## src/rtl/d2s_pkg.sv

```systemverilog
package d2s_pkg;

   typedef enum logic [1:0] {
      RM_NEAR = 2'b00,
      RM_ZERO = 2'b01,
      RM_UP   = 2'b10,
      RM_DOWN = 2'b11
   } rmode_t;

   typedef enum logic [3:0] {
      CL_PZERO = 4'd0,
      CL_NZERO = 4'd1,
      CL_PSUB  = 4'd2,
      CL_NSUB  = 4'd3,
      CL_PNORM = 4'd4,
      CL_NNORM = 4'd5,
      CL_PINF  = 4'd6,
      CL_NINF  = 4'd7,
      CL_NAN   = 4'd8
   } fclass_t;

endpackage

```

## src/rtl/d2s_round.sv

```systemverilog
// Narrows a finite nonzero wide operand to the narrow format.
module d2s_round #(
   parameter int EI = 11,
   parameter int FI = 52,
   parameter int EO = 8,
   parameter int FO = 23
) (
   input  logic             sign,
   input  logic [EI-1:0]    exp_i,
   input  logic [FI-1:0]    frac_i,
   input  d2s_pkg::rmode_t  rmode,
   output logic [EO-1:0]    exp_o,
   output logic [FO-1:0]    frac_o,
   output logic             ovf
);
   import d2s_pkg::*;

   localparam int BI     = (1 << (EI-1)) - 1;
   localparam int BO     = (1 << (EO-1)) - 1;
   localparam int REBIAS = BI - BO;
   localparam int DROP   = FI - FO;
   localparam int MW     = FI + 1;
   localparam int SH_MAX = MW + 2;
   localparam int SHW    = $clog2(SH_MAX + 1);
   localparam int EMAX   = (1 << EO) - 1;

   logic [MW-1:0]  mant;
   logic [SHW-1:0] sh;
   logic           denorm;
   int             es;
   int             ex_r;
   logic [FO:0]    kept;
   logic           guard;
   logic           sticky;
   logic           inc;
   logic           to_inf;
   logic [FO+1:0]  sum;

   always_comb begin
      mant = {(exp_i != '0), frac_i};
      if (exp_i == '0) es = 1 - REBIAS;
      else             es = int'(exp_i) - REBIAS;
      denorm = (es < 1);

      // total right shift: fraction narrowing plus denormal alignment
      if (!denorm)                     sh = SHW'(DROP);
      else if (DROP + 1 - es > SH_MAX) sh = SHW'(SH_MAX);
      else                             sh = SHW'(DROP + 1 - es);

      kept   = (FO+1)'(mant >> sh);
      guard  = |(mant & (MW'(1) << (sh - 1'b1)));
      sticky = |(mant & ~({MW{1'b1}} << (sh - 1'b1)));

      unique case (rmode)
         RM_NEAR: inc = guard & (sticky | kept[0]);
         RM_ZERO: inc = 1'b0;
         RM_UP:   inc = ~sign & (guard | sticky);
         RM_DOWN: inc =  sign & (guard | sticky);
         default: inc = 1'b0;
      endcase

      sum = {1'b0, kept} + {{(FO+1){1'b0}}, inc};

      if (denorm) ex_r = sum[FO] ? 1 : 0;
      else        ex_r = es + int'(sum[FO+1]);

      ovf    = (ex_r >= EMAX);
      to_inf = (rmode == RM_NEAR) ||
               ((rmode == RM_UP)   && !sign) ||
               ((rmode == RM_DOWN) &&  sign);

      if (ovf) begin
         exp_o  = to_inf ? {EO{1'b1}} : EO'(EMAX - 1);
         frac_o = to_inf ? {FO{1'b0}} : {FO{1'b1}};
      end else begin
         exp_o  = EO'(ex_r);
         frac_o = sum[FO-1:0];
      end
   end

endmodule

```

## src/rtl/d2s_widen.sv

```systemverilog
// Re-expresses a narrow-format value exactly in the wide format.
module d2s_widen #(
   parameter int EI = 11,
   parameter int FI = 52,
   parameter int EO = 8,
   parameter int FO = 23
) (
   input  logic            sign,
   input  logic [EO-1:0]   exp_s,
   input  logic [FO-1:0]   frac_s,
   output logic [EI+FI:0]  dbl
);
   localparam int BI     = (1 << (EI-1)) - 1;
   localparam int BO     = (1 << (EO-1)) - 1;
   localparam int REBIAS = BI - BO;
   localparam int DROP   = FI - FO;

   int          msb;
   logic [FO-1:0] norm;

   always_comb begin
      msb = 0;
      for (int i = 0; i < FO; i++) begin
         if (frac_s[i]) msb = i;
      end
      // leading one moves past the top bit and drops out
      norm = frac_s << (FO - msb);

      if (exp_s == {EO{1'b1}}) begin
         dbl = {sign, {EI{1'b1}}, frac_s, {DROP{1'b0}}};
      end else if (exp_s == '0) begin
         if (frac_s == '0)
            dbl = {sign, {(EI+FI){1'b0}}};
         else
            dbl = {sign, EI'(msb + 1 - BO - FO + BI), norm, {DROP{1'b0}}};
      end else begin
         dbl = {sign, EI'(int'(exp_s) + REBIAS), frac_s, {DROP{1'b0}}};
      end
   end

endmodule

```

## src/rtl/d2s_classify.sv

```systemverilog
module d2s_classify #(
   parameter int EO = 8,
   parameter int FO = 23
) (
   input  logic              sign,
   input  logic [EO-1:0]     exp_s,
   input  logic [FO-1:0]     frac_s,
   output d2s_pkg::fclass_t  cls
);
   import d2s_pkg::*;

   always_comb begin
      if (exp_s == {EO{1'b1}}) begin
         if (frac_s != '0) cls = CL_NAN;
         else              cls = sign ? CL_NINF : CL_PINF;
      end else if (exp_s == '0) begin
         if (frac_s == '0) cls = sign ? CL_NZERO : CL_PZERO;
         else              cls = sign ? CL_NSUB  : CL_PSUB;
      end else begin
         cls = sign ? CL_NNORM : CL_PNORM;
      end
   end

endmodule

```

## src/rtl/d2s_rounder.sv

```systemverilog
module d2s_rounder #(
   parameter int DEXP_W  = 11,
   parameter int DFRAC_W = 52,
   parameter int SEXP_W  = 8,
   parameter int SFRAC_W = 23,
   parameter bit REG_OUT = 1'b1
) (
   input  logic                          clk,
   input  logic                          rst_n,
   input  logic                          in_valid,
   input  logic [DEXP_W+DFRAC_W:0]       in_op,
   input  logic [1:0]                    in_rmode,
   output logic                          out_valid,
   output logic [DEXP_W+DFRAC_W:0]       out_result,
   output logic                          out_snan_inv,
   output logic                          out_inexact,
   output logic                          out_overflow,
   output logic [3:0]                    out_class
);
   import d2s_pkg::*;

   localparam int DW = 1 + DEXP_W + DFRAC_W;

   if (SFRAC_W + 1 >= DFRAC_W) begin : g_bad_frac
      $error("narrow fraction must be at least two bits shorter than the wide one");
   end
   if (SEXP_W >= DEXP_W) begin : g_bad_exp
      $error("narrow exponent must be shorter than the wide one");
   end
   if (SFRAC_W < 2) begin : g_bad_small
      $error("narrow fraction too short to carry a NaN payload");
   end

   logic               op_sign;
   logic [DEXP_W-1:0]  op_exp;
   logic [DFRAC_W-1:0] op_frac;
   logic               op_nan, op_inf, op_zero, op_finite, op_snan;

   assign {op_sign, op_exp, op_frac} = in_op;
   assign op_nan    = (op_exp == {DEXP_W{1'b1}}) && (op_frac != '0);
   assign op_inf    = (op_exp == {DEXP_W{1'b1}}) && (op_frac == '0);
   assign op_zero   = (op_exp == '0) && (op_frac == '0);
   assign op_finite = (op_exp != {DEXP_W{1'b1}});
   assign op_snan   = op_nan && !op_frac[DFRAC_W-1];

   logic [SEXP_W-1:0]  r_exp;
   logic [SFRAC_W-1:0] r_frac;
   logic               r_ovf;

   d2s_round #(
      .EI(DEXP_W), .FI(DFRAC_W), .EO(SEXP_W), .FO(SFRAC_W)
   ) i_round (
      .sign   (op_sign),
      .exp_i  (op_exp),
      .frac_i (op_frac),
      .rmode  (rmode_t'(in_rmode)),
      .exp_o  (r_exp),
      .frac_o (r_frac),
      .ovf    (r_ovf)
   );

   logic [SEXP_W-1:0]  s_exp;
   logic [SFRAC_W-1:0] s_frac;

   always_comb begin
      if (op_nan) begin
         s_exp  = {SEXP_W{1'b1}};
         s_frac = {1'b1, op_frac[DFRAC_W-2 -: SFRAC_W-1]};
      end else if (op_inf) begin
         s_exp  = {SEXP_W{1'b1}};
         s_frac = '0;
      end else if (op_zero) begin
         s_exp  = '0;
         s_frac = '0;
      end else begin
         s_exp  = r_exp;
         s_frac = r_frac;
      end
   end

   logic [DW-1:0] res_dbl;
   fclass_t       res_cls;

   d2s_widen #(
      .EI(DEXP_W), .FI(DFRAC_W), .EO(SEXP_W), .FO(SFRAC_W)
   ) i_widen (
      .sign   (op_sign),
      .exp_s  (s_exp),
      .frac_s (s_frac),
      .dbl    (res_dbl)
   );

   d2s_classify #(
      .EO(SEXP_W), .FO(SFRAC_W)
   ) i_classify (
      .sign   (op_sign),
      .exp_s  (s_exp),
      .frac_s (s_frac),
      .cls    (res_cls)
   );

   logic flag_snan, flag_inx, flag_ovf;
   assign flag_snan = in_valid && op_snan;
   assign flag_ovf  = in_valid && op_finite && !op_zero && r_ovf;
   assign flag_inx  = in_valid && op_finite && (s_exp != {SEXP_W{1'b1}}) &&
                      (res_dbl != in_op);

   if (REG_OUT) begin : g_reg
      always_ff @(posedge clk or negedge rst_n) begin
         if (!rst_n) begin
            out_valid    <= 1'b0;
            out_result   <= '0;
            out_snan_inv <= 1'b0;
            out_inexact  <= 1'b0;
            out_overflow <= 1'b0;
            out_class    <= CL_PZERO;
         end else begin
            out_valid    <= in_valid;
            out_snan_inv <= flag_snan;
            out_inexact  <= flag_inx;
            out_overflow <= flag_ovf;
            if (in_valid) begin
               out_result <= res_dbl;
               out_class  <= res_cls;
            end
         end
      end
   end else begin : g_comb
      always_comb begin
         out_valid    = in_valid;
         out_result   = res_dbl;
         out_snan_inv = flag_snan;
         out_inexact  = flag_inx;
         out_overflow = flag_ovf;
         out_class    = res_cls;
      end
   end

endmodule

```

## config.mk

```make
export PLATFORM = sky130hd
export DESIGN_NAME = d2s_rounder
export DESIGN_NICKNAME = d
export VERILOG_FILES = /design/src/rtl/d2s_pkg.sv /design/src/rtl/d2s_round.sv /design/src/rtl/d2s_widen.sv /design/src/rtl/d2s_classify.sv /design/src/rtl/d2s_rounder.sv
export SDC_FILE = /design/constraint.sdc
export NUM_CORES = 1
export LEC_CHECK = 0
export CORE_MARGIN = 1
export CORE_UTILIZATION = 42
export CTS_BUF_LIST = sky130_fd_sc_hd__clkbuf_4 sky130_fd_sc_hd__clkbuf_8 sky130_fd_sc_hd__clkbuf_16
export DETAILED_ROUTE_END_ITERATION = 8
export DONT_BUFFER_PORTS = 1
export GPL_TIMING_DRIVEN = 0
export PLACE_DENSITY_LB_ADDON = 0.15
export SLEW_MARGIN = 20
export SYNTH_ARGS = -nofsm -noshare
export SYNTH_HDL_FRONTEND = slang
export SYNTH_SLANG_ARGS = --single-unit
```

## constraint.sdc

```tcl
create_clock -name clk -period 2 [get_ports clk]
set_clock_uncertainty 0.15 [all_clocks]
set_input_delay 0 -clock clk [delete_from_list [all_inputs] [get_ports clk]]
set_output_delay 0 -clock clk [all_outputs]
set_load 0.02 [all_outputs]
```

==> flow_summary.toml, run 1 <==
[yosys]
syn_area_um2 = 13300
ys_seq_elements = 42
avgSynthCellArea_um2 = 6.50
synthCells = 2053
yosys_warnings = 0
synth-main-ff-cell = "dfrtp_1"
synth_cell_types = 125
synth_edf_count = 0
async_flop_share_pct = 100
synth-seq-area-share_pct = 7.88

[clocking]
cts_buffer_depth = 2
cts.htree.levels = 2
cts_inserted_buffers = 5
cts_root_buf = "clkbuf_16"
clock-sinks = 42

[grt]
grt_start_max_net_pins = 43
track_usage_pct = 58.8
grt-ovfl-total = 1

[placement]
dp.cells = 2477
gp_congestion = 1.21
hpwl_mm = 71.3
port_buffers = 0
pre_cts_slack_ps = -15130

[status]
stop_stage = "5_1_grt"
outcome = "aborted with a tool error"
firstError = "[ERROR GRT-0232] Routing congestion too high. Check the congestion heatmap in the GUI."

[die]
placementRows = 64
die_w_um = 180
num_io_pins = 141
initial_utilization_pct = 43.2
die_y_um = 180
-- what timing repair did --
item | 4_1_cts
endpoints found under the setup margin | 40
hold buffers | 4
cloned | 2
hold endpoints to repair | 45
gates resized for setup | 283
buffers inserted | 134
pin swaps | 84
-- synth_stat cells (12+ instances only) --
cell        n  area (µm²)
a22o_1     15         131
nand3_1    91         455
a211o_1    14         123
a21o_1     16         120
o21ai_0   119         596
nand4_1    26         163
xor2_1     15         131
buf_1      23        86.3
nor3_1    101         505
clkbuf_1  118         443
inv_1      46         173
mux2i_1    26         260
o21ai_1    18        90.1
a21oi_1   168         841
and2_1     18         113
xnor2_1    32         280
buf_4      32         240
o22a_1     13         114
dfrtp_1    42        1050
and3_1     12        75.1
or3_1      38         238
mux2_2     12         135
o21a_1     19         143
o311a_1    13         130
ha_1       29         363
a221oi_1   21         184
o221ai_1   19         166
a211oi_1   19         143
nor2_1    222         833
o211ai_1   56         420
nor4_1     23         144
a31oi_1    27         169
a22oi_1    31         233
o22ai_1    51         319
nand2_1   182         683
buf_2      37         185
o31ai_1    17         128
-- cells by family after synthesis --
kind of cell / count (synthesis) / share of synthesized area [%]
AO/OA/AOI/OAI: 808 / 43.5
multiplexers: 40 / 3.30
buffers and inverters: 271 / 9.16
flip-flops: 42 / 7.88
XOR/XNOR: 49 / 3.33
other: 1 / 0.0281
adder cells (fa/ha/maj): 32 / 2.94
AND/OR/NAND/NOR: 810 / 29.9
-- per-layer routing --
metal	GRT usage, %	GRT overflow
met5	2.52	0
met4	42.1	1
met3	35.5	0
met2	77.6	0
met1	68.8	0
-- through the flow --
stage / hold slack, ps / area, µm²
CTS: 43.2 / 17100
global placement: -445 / 14600
floorplan: -446 / 14100
detailed placement: -445 / 14600
==> run 2: changes to the inputs <==
--- a/config.mk
+++ b/config.mk
@@ -6,8 +6,7 @@
 export NUM_CORES = 1
 export LEC_CHECK = 0
 export CORE_MARGIN = 1
-export CORE_UTILIZATION = 42
-export CTS_BUF_LIST = sky130_fd_sc_hd__clkbuf_4 sky130_fd_sc_hd__clkbuf_8 sky130_fd_sc_hd__clkbuf_16
+export CORE_UTILIZATION = 27
 export DETAILED_ROUTE_END_ITERATION = 8
 export DONT_BUFFER_PORTS = 1
 export GPL_TIMING_DRIVEN = 0
==> run 2 against run 1 <==
  * The flow now finishes, with violations (setup timing)
  * Synthesized cell count did not move
  * Synthesized area did not move
==> flow_summary.toml, run 2 <==
[status]
outcome = "finished with violations"
failed_checks = "setup timing"

[timing]
worst_pin_slew_ps = 1280
rsz0062_at_grt = "yes"
slew_viol_final = 0
fin_ws_ps = -11670
fin_crit_sh_pct = 683
slew_headroom_pct = 13.8
fin_crit_ps = 13670
fmax_ghz = 0.0732
whs_ps = 17.0
hold_viol = 0
setup_viol = 40
setup_tns_ps = -406190

[route]
vias = 20100
drt_iter0_drc = 2525
drt_wl_total_mm = 111
wire_per_inst_um = 37.6
viasPerCell = 6.82
dr.pass1.iters = 7
drc_errors = 0
ant_nets = 0

[yosys]
synth_cell_types = 125
async_flop_share_pct = 100
synth-seq-area-share_pct = 7.88
ys_seq_elements = 42
syn_area_um2 = 13300
yosys_warnings = 0
synth_edf_count = 0
synth_top_cell_by_area = "dfrtp_1"
synth-main-ff-cell = "dfrtp_1"
synth.area.top_cells = "dfrtp_1 (7.9%), a21oi_1 (6.3%), nor2_1 (6.2%), nand2_1 (5.1%), o21ai_0 (4.5%)"
synthCells = 2053
synth.most_common_cell = "nor2_1"
avgSynthCellArea_um2 = 6.50
yosysTopAreaCellShare_pct = 7.88
synth_common_cells = "nor2_1 (222), nand2_1 (182), a21oi_1 (168)"

[finish]
largest_reg_flops = 34
seq_area_um2 = 1050
design_area_um2 = 18500
syn_to_final_growth_pct = 38.8
multi_input_area_um2 = 13000
largest-register = "out_result"
layout-drive-gt1-share_pct = 29.4
mostFrequentLayoutCells = "nor2_1 (201), buf_4 (173), nand2_1 (173), a21oi_1 (131), o21ai_0 (98)"
finalNonFillerCells = 2942
layout_commonest_cell = "nor2_1"
fill_cells = 5339
post-route-util_pct = 37.9
num-nets-final = 2369
largestRegisters = "out_result x34, out_class x4"

[clocking]
insertion_delay_ps = 300
cts_inserted_buffers = 5
clock-sinks = 42
cts_root_buf = "clkbuf_16"
cts.htree.levels = 2
clk_pin_slew_ps = 80
cts_tree = "built"
cts_buffer_depth = 2

[setup_path]
crit_path_max_fanout = 10
cp.buffers_inverters = 9
critPathTopFamily = "simple AND/OR/NAND/NOR gates"
critPathCaptureType = "flip-flop"
worstPathRequired_ps = 2010
critPathKind = "input port to flip-flop"
startpoint_type = "input port"
max_stage_delay_ps = 630
slowest_stage = "or4_4"
critical_path_arrival_ps = 13680

[grt]
antenna_found_initial = 4
grt_pass1_wl_mm = 151
grt_pass1_vias = 19000
track_usage_pct = 42.4
grt-ovfl-total = 0
grt_start_max_net_pins = 43

[die]
initial_utilization_pct = 27.3
coreArea_um2 = 48800
die_w_um = 224
dieArea_um2 = 50300
num_io_pins = 141
placementRows = 81
die_y_um = 224

[pwr]
leakagePower_nw = 6.82
power_mw = 11.5
power.net_switching_mw = 6.54
powerDensity_nw_per_um2 = 619
p_seq_share_pct = 11.3
switching_share_pct = 57.0
clkPwrFrac_pct = 7.5
p_int_mw = 4.92
comb_power_share_pct = 81.2
vdd_drop_max_mv = 0.398

[job]
maxCapViolCount = 0

[placement]
pre_cts_slack_ps = -16410
port_buffers = 0
gp_congestion = 1.01
hpwl_mm = 85.1
dp.cells = 2750
place_area_um2 = 15000

[hold_path]
hold_path_class = "input port to asynchronous set/reset pin"
## run 2: cell counts after synthesis
Identical to the previous run, type by type.
## run 2: routing by layer
layer  track usage, %  up-vias  wire, µm
met5                0        -         0
met4             28.5        0      9080
met3             10.1      404     11300
met2             65.5     1444     47400
met1             52.1     9879     42800
li1                 -     8325         -
## run 2: worst paths after layout
path,start,depth (start not counted),endpoint,slack (ps)
max,in_op[54],52,out_inexact,-11670
min,rst_n,2,out_result[31],20
max reg2reg,out_result[47],1,out_result[47],970
min reg2reg,out_result[31],1,out_result[31],480
max in group asynchronous,rst_n,2,out_overflow,1470
min in group clk,in_valid,1,out_valid,110
## run 2: final cells by class
cell class,instances,area share [%]
Clock buffer,6,0.696
Clock inverter,2,0.0743
Timing Repair Buffer,184,8.73
Buffer,215,8.70
Inverter,55,1.38
Multi-Input combinational cell,1768,70.2
Sequential cell,42,5.67
Antenna cell,6,0.0811
Tap cell,664,4.49
## run 2: cell families (layout without fill, tap and decap cells)
group           after synthesis  in the layout  share of synthesized area [%]
compound gates              808            808                           43.5
xor+xnor                     49             49                           3.33
fa+ha+maj                    32             32                           2.94
buf+inv                     271            462                           9.16
flops                        42             42                           7.88
mux                          40             40                           3.30
other cells                   1             35                         0.0281
simple gates                810            810                           29.9
## run 2: what timing repair did
action	in CTS	in global routing
hold buffers	4	0
hold endpoints to repair	45	0
setup endpoints to repair	40	40
pin swaps	98	72
buffers inserted	130	42
cloned	3	1
resized for setup	336	108
## run 2: power by group through the flow
stage	combinational [mW]	clock, mW	sequential, mW
2_1_floorplan	4.39	0	1.27
3_3_place_gp	6.93	0	1.31
3_5_place_dp	6.85	0	1.32
4_1_cts	8.43	0.873	1.30
5_1_grt	9.53	0.903	1.31
6_report	9.31	0.859	1.30
No activity file was read; power rests on OpenSTA's default activity.
